## config.mk

```make
export PLATFORM = sky130hd
export DESIGN_NAME = pw_conv_serial
export DESIGN_NICKNAME = d
export VERILOG_FILES = /design/src/rtl/pw_conv_serial.sv
export SDC_FILE = /design/constraint.sdc
export NUM_CORES = 1
export LEC_CHECK = 0
export ABC_CLOCK_PERIOD_IN_PS = 16219
export BUFFER_PORTS_ARGS = -buffer_cell sky130_fd_sc_hd__buf_2
export CAP_MARGIN = 15
export CORE_MARGIN = 4
export CORE_UTILIZATION = 55
export DETAILED_ROUTE_END_ITERATION = 10
export GPL_TIMING_DRIVEN = 0
export PLACE_DENSITY = 0.72
export SYNTH_ARGS = -nofsm -noshare
export SYNTH_HDL_FRONTEND = slang
export SYNTH_SLANG_ARGS = --single-unit
```

## constraint.sdc

```tcl
create_clock -name clk -period 16.22 [get_ports clk]
set_input_delay 4.055 -clock clk [delete_from_list [all_inputs] [get_ports clk]]
set_output_delay 4.055 -clock clk [all_outputs]
set_load 0.01 [all_outputs]
```

## src/rtl/pw_conv_serial.sv

```systemverilog
module pw_conv_serial #(
  parameter int CIN  = 4,
  parameter int COUT = 4,
  parameter int DW   = 8,
  parameter int WW   = 8,
  parameter int AW   = 20,
  parameter int DBUF = 1,
  localparam int ICW = (CIN  > 1) ? $clog2(CIN)  : 1,
  localparam int OCW = (COUT > 1) ? $clog2(COUT) : 1
) (
  input  logic                 clk,
  input  logic                 rst_n,
  input  logic                 in_valid,
  output logic                 in_ready,
  input  logic signed [DW-1:0] in_data,
  output logic                 out_valid,
  output logic                 out_first,
  output logic [OCW-1:0]       out_ch,
  output logic signed [AW-1:0] out_data
);
  localparam int ROM_N = 1 << (ICW + OCW);

  logic signed [WW-1:0]    rom [ROM_N];
  logic signed [DW-1:0]    x_q;
  logic [ICW-1:0]          ic_q;
  logic [OCW-1:0]          oc_q, sc_q;
  logic                    busy, done_pend, ser_on, start;
  logic signed [WW-1:0]    w;
  logic signed [DW+WW-1:0] prod;
  logic signed [AW-1:0]    prod_x;
  logic signed [AW-1:0]    acc [COUT];

  for (genvar g = 0; g < ROM_N; g++) begin : g_rom
    assign rom[g] = WW'((g * 29 + 3) % (1 << WW));
  end

  assign w      = rom[{ic_q, oc_q}];
  assign prod   = x_q * w;
  assign prod_x = AW'(prod);

  wire last_oc = (oc_q == OCW'(COUT - 1));
  wire last_ic = (ic_q == ICW'(CIN - 1));
  wire last_sc = (sc_q == OCW'(COUT - 1));

  assign start = done_pend && !ser_on;

  if (DBUF != 0) begin : g_dbuf
    logic signed [AW-1:0] shad [COUT];
    always_ff @(posedge clk)
      if (start)
        for (int i = 0; i < COUT; i++) shad[i] <= acc[i];
    assign out_data = shad[sc_q];
    assign in_ready = !busy && !done_pend;
  end else begin : g_sbuf
    assign out_data = acc[sc_q];
    assign in_ready = !busy && !done_pend && !ser_on;
  end

  always_ff @(posedge clk)
    if (busy)
      acc[oc_q] <= (ic_q == '0) ? prod_x : acc[oc_q] + prod_x;

  always_ff @(posedge clk) begin
    if (!rst_n) begin
      x_q       <= '0;
      ic_q      <= '0;
      oc_q      <= '0;
      sc_q      <= '0;
      busy      <= 1'b0;
      done_pend <= 1'b0;
      ser_on    <= 1'b0;
    end else begin
      if (in_valid && in_ready) begin
        x_q  <= in_data;
        oc_q <= '0;
        busy <= 1'b1;
      end
      if (busy) begin
        if (last_oc) begin
          busy <= 1'b0;
          oc_q <= '0;
          ic_q <= last_ic ? '0 : ic_q + 1'b1;
          if (last_ic) done_pend <= 1'b1;
        end else begin
          oc_q <= oc_q + 1'b1;
        end
      end
      if (start) begin
        done_pend <= 1'b0;
        ser_on    <= 1'b1;
        sc_q      <= '0;
      end else if (ser_on) begin
        if (last_sc) ser_on <= 1'b0;
        else         sc_q   <= sc_q + 1'b1;
      end
    end
  end

  assign out_valid = ser_on;
  assign out_first = ser_on && (sc_q == '0);
  assign out_ch    = sc_q;
endmodule

```

==> results of run 1 <==
==> worst min path at each step <==
stage,start,end,slack [ns],cells past startpoint
floorplan,acc[2][0],g_dbuf.shad[2][0],0.42,0
global placement,acc[1][11],g_dbuf.shad[1][11],0.42,0
detailed placement,acc[2][9],g_dbuf.shad[2][9],0.43,0
CTS,acc[2][7],g_dbuf.shad[2][7],0.44,0
global route,acc[0][0],g_dbuf.shad[0][0],0.46,0
finish,acc[0][0],g_dbuf.shad[0][0],0.44,0
==> metrics by stage <==
| step | setup WS (ns) | power, mW |
|---|---|---|
| 2_1_floorplan | 9.125 | 0.6998 |
| 3_3_place_gp | 8.085 | 0.7353 |
| 3_5_place_dp | 7.894 | 0.7494 |
| 4_1_cts | 7.814 | 1.170 |
| 5_1_grt | 6.998 | 1.218 |
| 6_report | 7.721 | 1.166 |
==> cell type report <==
cell class                      count  area share
Buffer                             20    0.009062
Timing Repair Buffer               40     0.02508
Clock inverter                     13     0.01465
Clock buffer                       18     0.03614
Tap cell                          260     0.02740
Inverter                           98     0.03098
Sequential cell                   181      0.4400
Multi-Input combinational cell    495      0.4166
==> power breakdown <==
part           internal, mW  total, mW  leakage (nW)  switching (mW)
Combinational        0.0882      0.210          2.68           0.122
Clock                 0.245      0.424         0.292           0.179
Sequential            0.525      0.531          1.63         0.00645
Total                 0.858       1.17          4.60           0.308
==> Yosys cell counts, types with 18 or more instances <==
| cell type | n | area [um2] |
|---|---|---|
| edfxtp_1 | 160 | 4805 |
| inv_1 | 97 | 364.1 |
| ha_1 | 57 | 713.2 |
| fa_1 | 56 | 1121 |
| nand2_1 | 53 | 198.9 |
| and2_1 | 42 | 262.8 |
| mux4_2 | 39 | 878.3 |
| a21oi_1 | 27 | 135.1 |
| nor2_1 | 26 | 97.59 |
| dfxtp_1 | 21 | 420.4 |
| nor2b_1 | 21 | 131.4 |
| xnor2_1 | 19 | 166.4 |
| o21ai_0 | 18 | 90.09 |
==> flip-flops by register name (all words and copies together) (netlist names), named ones only <==
signal / flops
acc: 80
g_dbuf.shad: 80
oc_q: 2
out_valid: 1
done_pend: 1
busy: 1
ic_q: 2
x_q: 8
out_ch: 2
==> logic make-up (layout without fill, tap and decap cells) <==
group | after synthesis | after routing | synth area share
xor+xnor | 35 | 35 | 0.03128
buf+inv | 118 | 189 | 0.04468
flops | 181 | 181 | 0.4911
mux | 52 | 52 | 0.09713
fa+ha+maj | 113 | 113 | 0.1724
compound gates | 114 | 114 | 0.07561
simple gates | 181 | 181 | 0.08784
==> critical path: cells and delay by family, from the launching register on <==
kind	cells	cell delay, ns
buffers and inverters	6	1.19
adders and majority gates	7	2.84
DFF	1	0.51
xor gates and xnor gates	1	0.15
muxes	1	0.22
AOI/OAI and AO/OA	8	2.32
and+or+nand+nor	5	1.08
==> layer usage <==
layer / GRT usage / up-vias / wire, um
li1: - / 2960 / -
met1: 0.2570 / 3136 / 8857
met2: 0.3447 / 140 / 10460
met3: 0.03115 / 27 / 740
met4: 0.06058 / 0 / 354
met5: 0 / - / 0
==> metrics, run 1 <==
Area Overhead vs Synth 11.59%; count of different cell masters after synthesis ~70; syn_nets roughly 920; DP Area 11270 um2; Hold Vio Cnt, Final 0; Sequential cell area 5225 um2; count of cells resized by post-cts repair 0; die extent in y approximately 150 um; WP data required around 16 ns; final setup vio count 0; multi-input logic area approximately 5000 um2; CTS tree done; Via Count ~6.3k; Final Net Count slightly below 1k; Detailed Route Iter0 Violations 400; initial antenna violation count 0; Worst-Margin Slew 1.047 ns; FP Rows 50; via density per instance 5.567; CP endpoint kind register; register area share after synthesis 0.4911; setup TNS 0 ns; Ys Warns 0; Tightest Hold Check Type reg2reg; I/O pins 36; Post-Route Utilization 0.6285; input/output buffers 35; Async S/R FF share, synth 0; Max Buffers Root-to-Sink 2; Final Wtd Congestion slightly above 0.9; grt ovf 0; Hold WS about 0.44 ns; CP endpoint acc[3][17]; Final min period ~8.5 ns; max incr delay on CP approximately 0.71 ns; H-tree depth 4; die area roughly 22000 um2; commonest non-fill, non-tap cells in the layout edfxtp_1, inv_1, ha_1, fa_1, nand2_1; CP startpoint kind register; antenna cell count 0; clock sink count around 180; Worst Path Arrival just under 9 ns; main flop type after synthesis edfxtp_1; drt total wl 20.42 mm; outcome finished clean; RSZ-0062 raised after global routing no; dpl cells 1094; largest net degree at the start of global routing 38; hold_buf cts 0; FF-to-FF End acc[3][17]; reg2reg start oc_q[1]; clock root cell clkbuf_16; Tcrit/Tclk final 0.5240; Starting Density 0.5632; most common cell after layout, fill and taps aside edfxtp_1; Max Slew Vio Count 0; first-pass GRT wire length roughly 34 mm; Power Density 98.18 nW/um2; clk slew on worst S/H paths 0.07 ns; Setup CP Type reg2reg; achievable frequency roughly 120 MHz; slowest CP cell a2111oi_0; GRT Util Overall 0.1976; reg2reg setup slack between 7 and 8 ns; worst-path maximum fanout 10; number of remaining DRC errors 0; Leak 4.598 nW; register bit total from synthesis ~180; Finished Cell Area ~12000 um2; Max-cap violations 0; Worst R2R Path Depth 28; Antenna Violating Nets Remaining 0; mean routed wirelength per cell approximately 18 um; Slew headroom 0.3017; Avg Inst Size Synth around 13 um2; first-pass detailed-route iteration total 5; Synth Cell Area approximately 11000 um2; Mapped Cells around 790; vias in the first global route approximately 6.6k; fill cell count between 1k and 1.5k; crit path from oc_q[1]; CTS buffer count 17; Post-synth EDFFs 160; Setup Buffers After CTS 0; core area 18890 um2; Skew-Pair Late Insertion Delay ~0.43 ns; share of cells above drive strength 1 0.1561; fin cells 1125; Peak VDD IR around 0.079 mV; DP Wirelength around 15 mm; worst clock skew ~0.0084 ns; die width approximately 150 um
Power figures use the tool's default switching activity.
==> run 2: changes to the inputs <==
--- a/config.mk
+++ b/config.mk
@@ -5,14 +5,14 @@
 export SDC_FILE = /design/constraint.sdc
 export NUM_CORES = 1
 export LEC_CHECK = 0
-export ABC_CLOCK_PERIOD_IN_PS = 16219
+export ABC_CLOCK_PERIOD_IN_PS = 7400
 export BUFFER_PORTS_ARGS = -buffer_cell sky130_fd_sc_hd__buf_2
 export CAP_MARGIN = 15
 export CORE_MARGIN = 4
 export CORE_UTILIZATION = 55
 export DETAILED_ROUTE_END_ITERATION = 10
 export GPL_TIMING_DRIVEN = 0
-export PLACE_DENSITY = 0.72
+export PLACE_DENSITY = 0.75
 export SYNTH_ARGS = -nofsm -noshare
 export SYNTH_HDL_FRONTEND = slang
 export SYNTH_SLANG_ARGS = --single-unit
==> constraint.sdc (replaced) <==
create_clock -name clk -period 7.4 [get_ports clk]
set_input_delay 1.85 -clock clk [delete_from_list [all_inputs] [get_ports clk]]
set_output_delay 1.85 -clock clk [all_outputs]
set_load 0.01 [all_outputs]
==> metrics, run 2 (synthesis results as in run 1) <==
CP endpoint acc[2][17]; setup TNS 0 ns (unchanged); CTS buffer count 17 (unchanged); Via Count 6166 (-1.5%); hold_buf cts 0 (unchanged); Detailed Route Iter0 Violations 350 (-13%); Hold Vio Cnt, Final 0 (unchanged); Worst Path Arrival 7.30 ns (-1.42 ns); reg2reg setup slack 0.36 ns (-7.36 ns); slowest CP cell or4_4; worst-path maximum fanout 8 (-2); DP Wirelength 14.09 mm (-9.0%); clock root cell clkbuf_16; worst clock skew 0.01279 ns (+0.004406 ns); Starting Density 0.5632 (unchanged); Post-Route Utilization 0.6348 (+0.006357); H-tree depth 4 (unchanged); Antenna Violating Nets Remaining 0 (unchanged); Worst-Margin Slew 1.219 ns (+0.1718 ns); I/O pins 36 (unchanged); input/output buffers 35 (unchanged); max incr delay on CP 0.53 ns (-0.18 ns); Peak VDD IR 0.1802 mV (+130%); dpl cells 1091 (-0.27%); drt total wl 19.57 mm (-4.2%); WP data required 7.66 ns (-8.78 ns); clk slew on worst S/H paths 0.07 ns (about the same); mean routed wirelength per cell 17.32 um (-4.6%); initial antenna violation count 0 (unchanged); commonest non-fill, non-tap cells in the layout edfxtp_1, inv_1, fa_1, ha_1, nand2_1; crit path from oc_q[1]; DP Area 11190 um2 (-0.73%); clock sink count 181 (unchanged); fin cells 1130 (+0.44%); die extent in y 147.1 um (unchanged); vias in the first global route 6291 (-5.4%); Power Density 212.1 nW/um2 (+120%); grt ovf 0 (unchanged); Finished Cell Area 11990 um2 (+1.0%); most frequent CP cell fa_1; via density per instance 5.457 (-2.0%); CP endpoint kind register; GRT Util Overall 0.1930 (-0.004514); Max-cap violations 0 (unchanged); Worst R2R Path Depth 28 (unchanged); CTS tree done; number of remaining DRC errors 0 (unchanged); Skew-Pair Late Insertion Delay 0.44 ns (about the same); CP startpoint kind register; FF-to-FF End acc[2][17]; die area 21640 um2 (unchanged); first-pass GRT wire length 33.04 mm (-1.9%); most common cell after layout, fill and taps aside edfxtp_1; antenna cell count 0 (unchanged); Max Slew Vio Count 0 (unchanged); biggest regs acc: 80 flops, g_dbuf.shad: 80 flops, x_q: 8 flops; Tightest Hold Check Type reg2reg; FP Rows 50 (unchanged); Final Wtd Congestion 0.8749 (-5.5%); reg2reg start oc_q[1]; outcome finished clean; Final min period 7.042 ns (-1.457 ns); Setup CP Type reg2reg; largest net degree at the start of global routing 38 (unchanged); final setup vio count 0 (unchanged); Tcrit/Tclk final 0.9516 (+0.4277); first-pass detailed-route iteration total 4 (-1); Max Buffers Root-to-Sink 2 (unchanged); die width 147.1 um (unchanged); Leak 4.621 nW (+0.50%); Slew headroom 0.1872 (-0.1146); Area Overhead vs Synth 12.72%; share of cells above drive strength 1 0.1954 (+0.03933); core area 18890 um2 (unchanged); Final Net Count 981 (+0.41%); achievable frequency 142.0 MHz (+21%)
==> run 2: cell count changes in the layout (fill, tap and decap cells not counted), moves of 3 or more <==
cell / change
buf_4: +7
a31oi_2: +3
a21oi_2: +8
a31oi_1: -3
clkbuf_1: -4
a21oi_1: -8
clkinvlp_4: +3
==> run 2: timing repair <==
item	in CTS	in global routing
buffers inserted	1	6
pin swaps	0	4
gates resized for setup	11	23
setup endpoints to repair	28	28
==> run 2: layout make-up <==
class	count	area (um2)
sequential	181	5229
timing repair buffer	45	295.3
tap	260	325.3
fill	1432	6899
inverter	98	371.6
buffer	19	106.4
clock buffer	17	425.4
multi-input combinational	495	5070
clock inverter	15	171.4
==> run 2: power by group <==
group	switching (mW)	total, mW	internal, mW	leakage, nW
registers	0.0155	1.17	1.15	1.63
logic	0.270	0.476	0.206	2.71
clock network	0.421	0.901	0.480	0.282
==> run 2: metal layers <==
layer / track usage / part of all wire / vias up
met5: 0 / 0 / -
met4: 0.04194 / 0.0089 / 0
met1: 0.2813 / 0.47 / 3067
li1: - / - / 2968
met3: 0.03486 / 0.034 / 15
met2: 0.3088 / 0.48 / 116
==> run 2: critical path, delay by kind of cell, from the launching register on <==
kind	cells	cell delay, ns
AO/OA/AOI/OAI	9	1.63
XOR/XNOR	1	0.16
adder cells (fa/ha/maj)	7	2.78
buffers and inverters	4	0.30
flip-flops	1	0.41
multiplexers	1	0.19
AND/OR/NAND/NOR	6	1.39
==> run 2: worst min-delay path by stage <==
stage	start	to	cells past startpoint
after CTS	acc[2][0]	g_dbuf.shad[2][0]	0
final	acc[2][7]	g_dbuf.shad[2][7]	0
after global routing	acc[2][2]	g_dbuf.shad[2][2]	0
after global placement	acc[0][18]	g_dbuf.shad[0][18]	0
after floorplan	acc[2][0]	g_dbuf.shad[2][0]	0
after detailed placement	acc[2][1]	g_dbuf.shad[2][1]	0
==> run 2: metrics by stage <==
step	worst slack (ns)	power [mW]	hold WS (ns)
after global routing	-0.02134	2.661	0.4498
after floorplan	0.3048	1.534	0.4207
final	0.3579	2.543	0.4399
after detailed placement	-0.8876	1.628	0.4308
after CTS	0.007728	2.534	0.4436
after global placement	-0.7203	1.613	0.4262
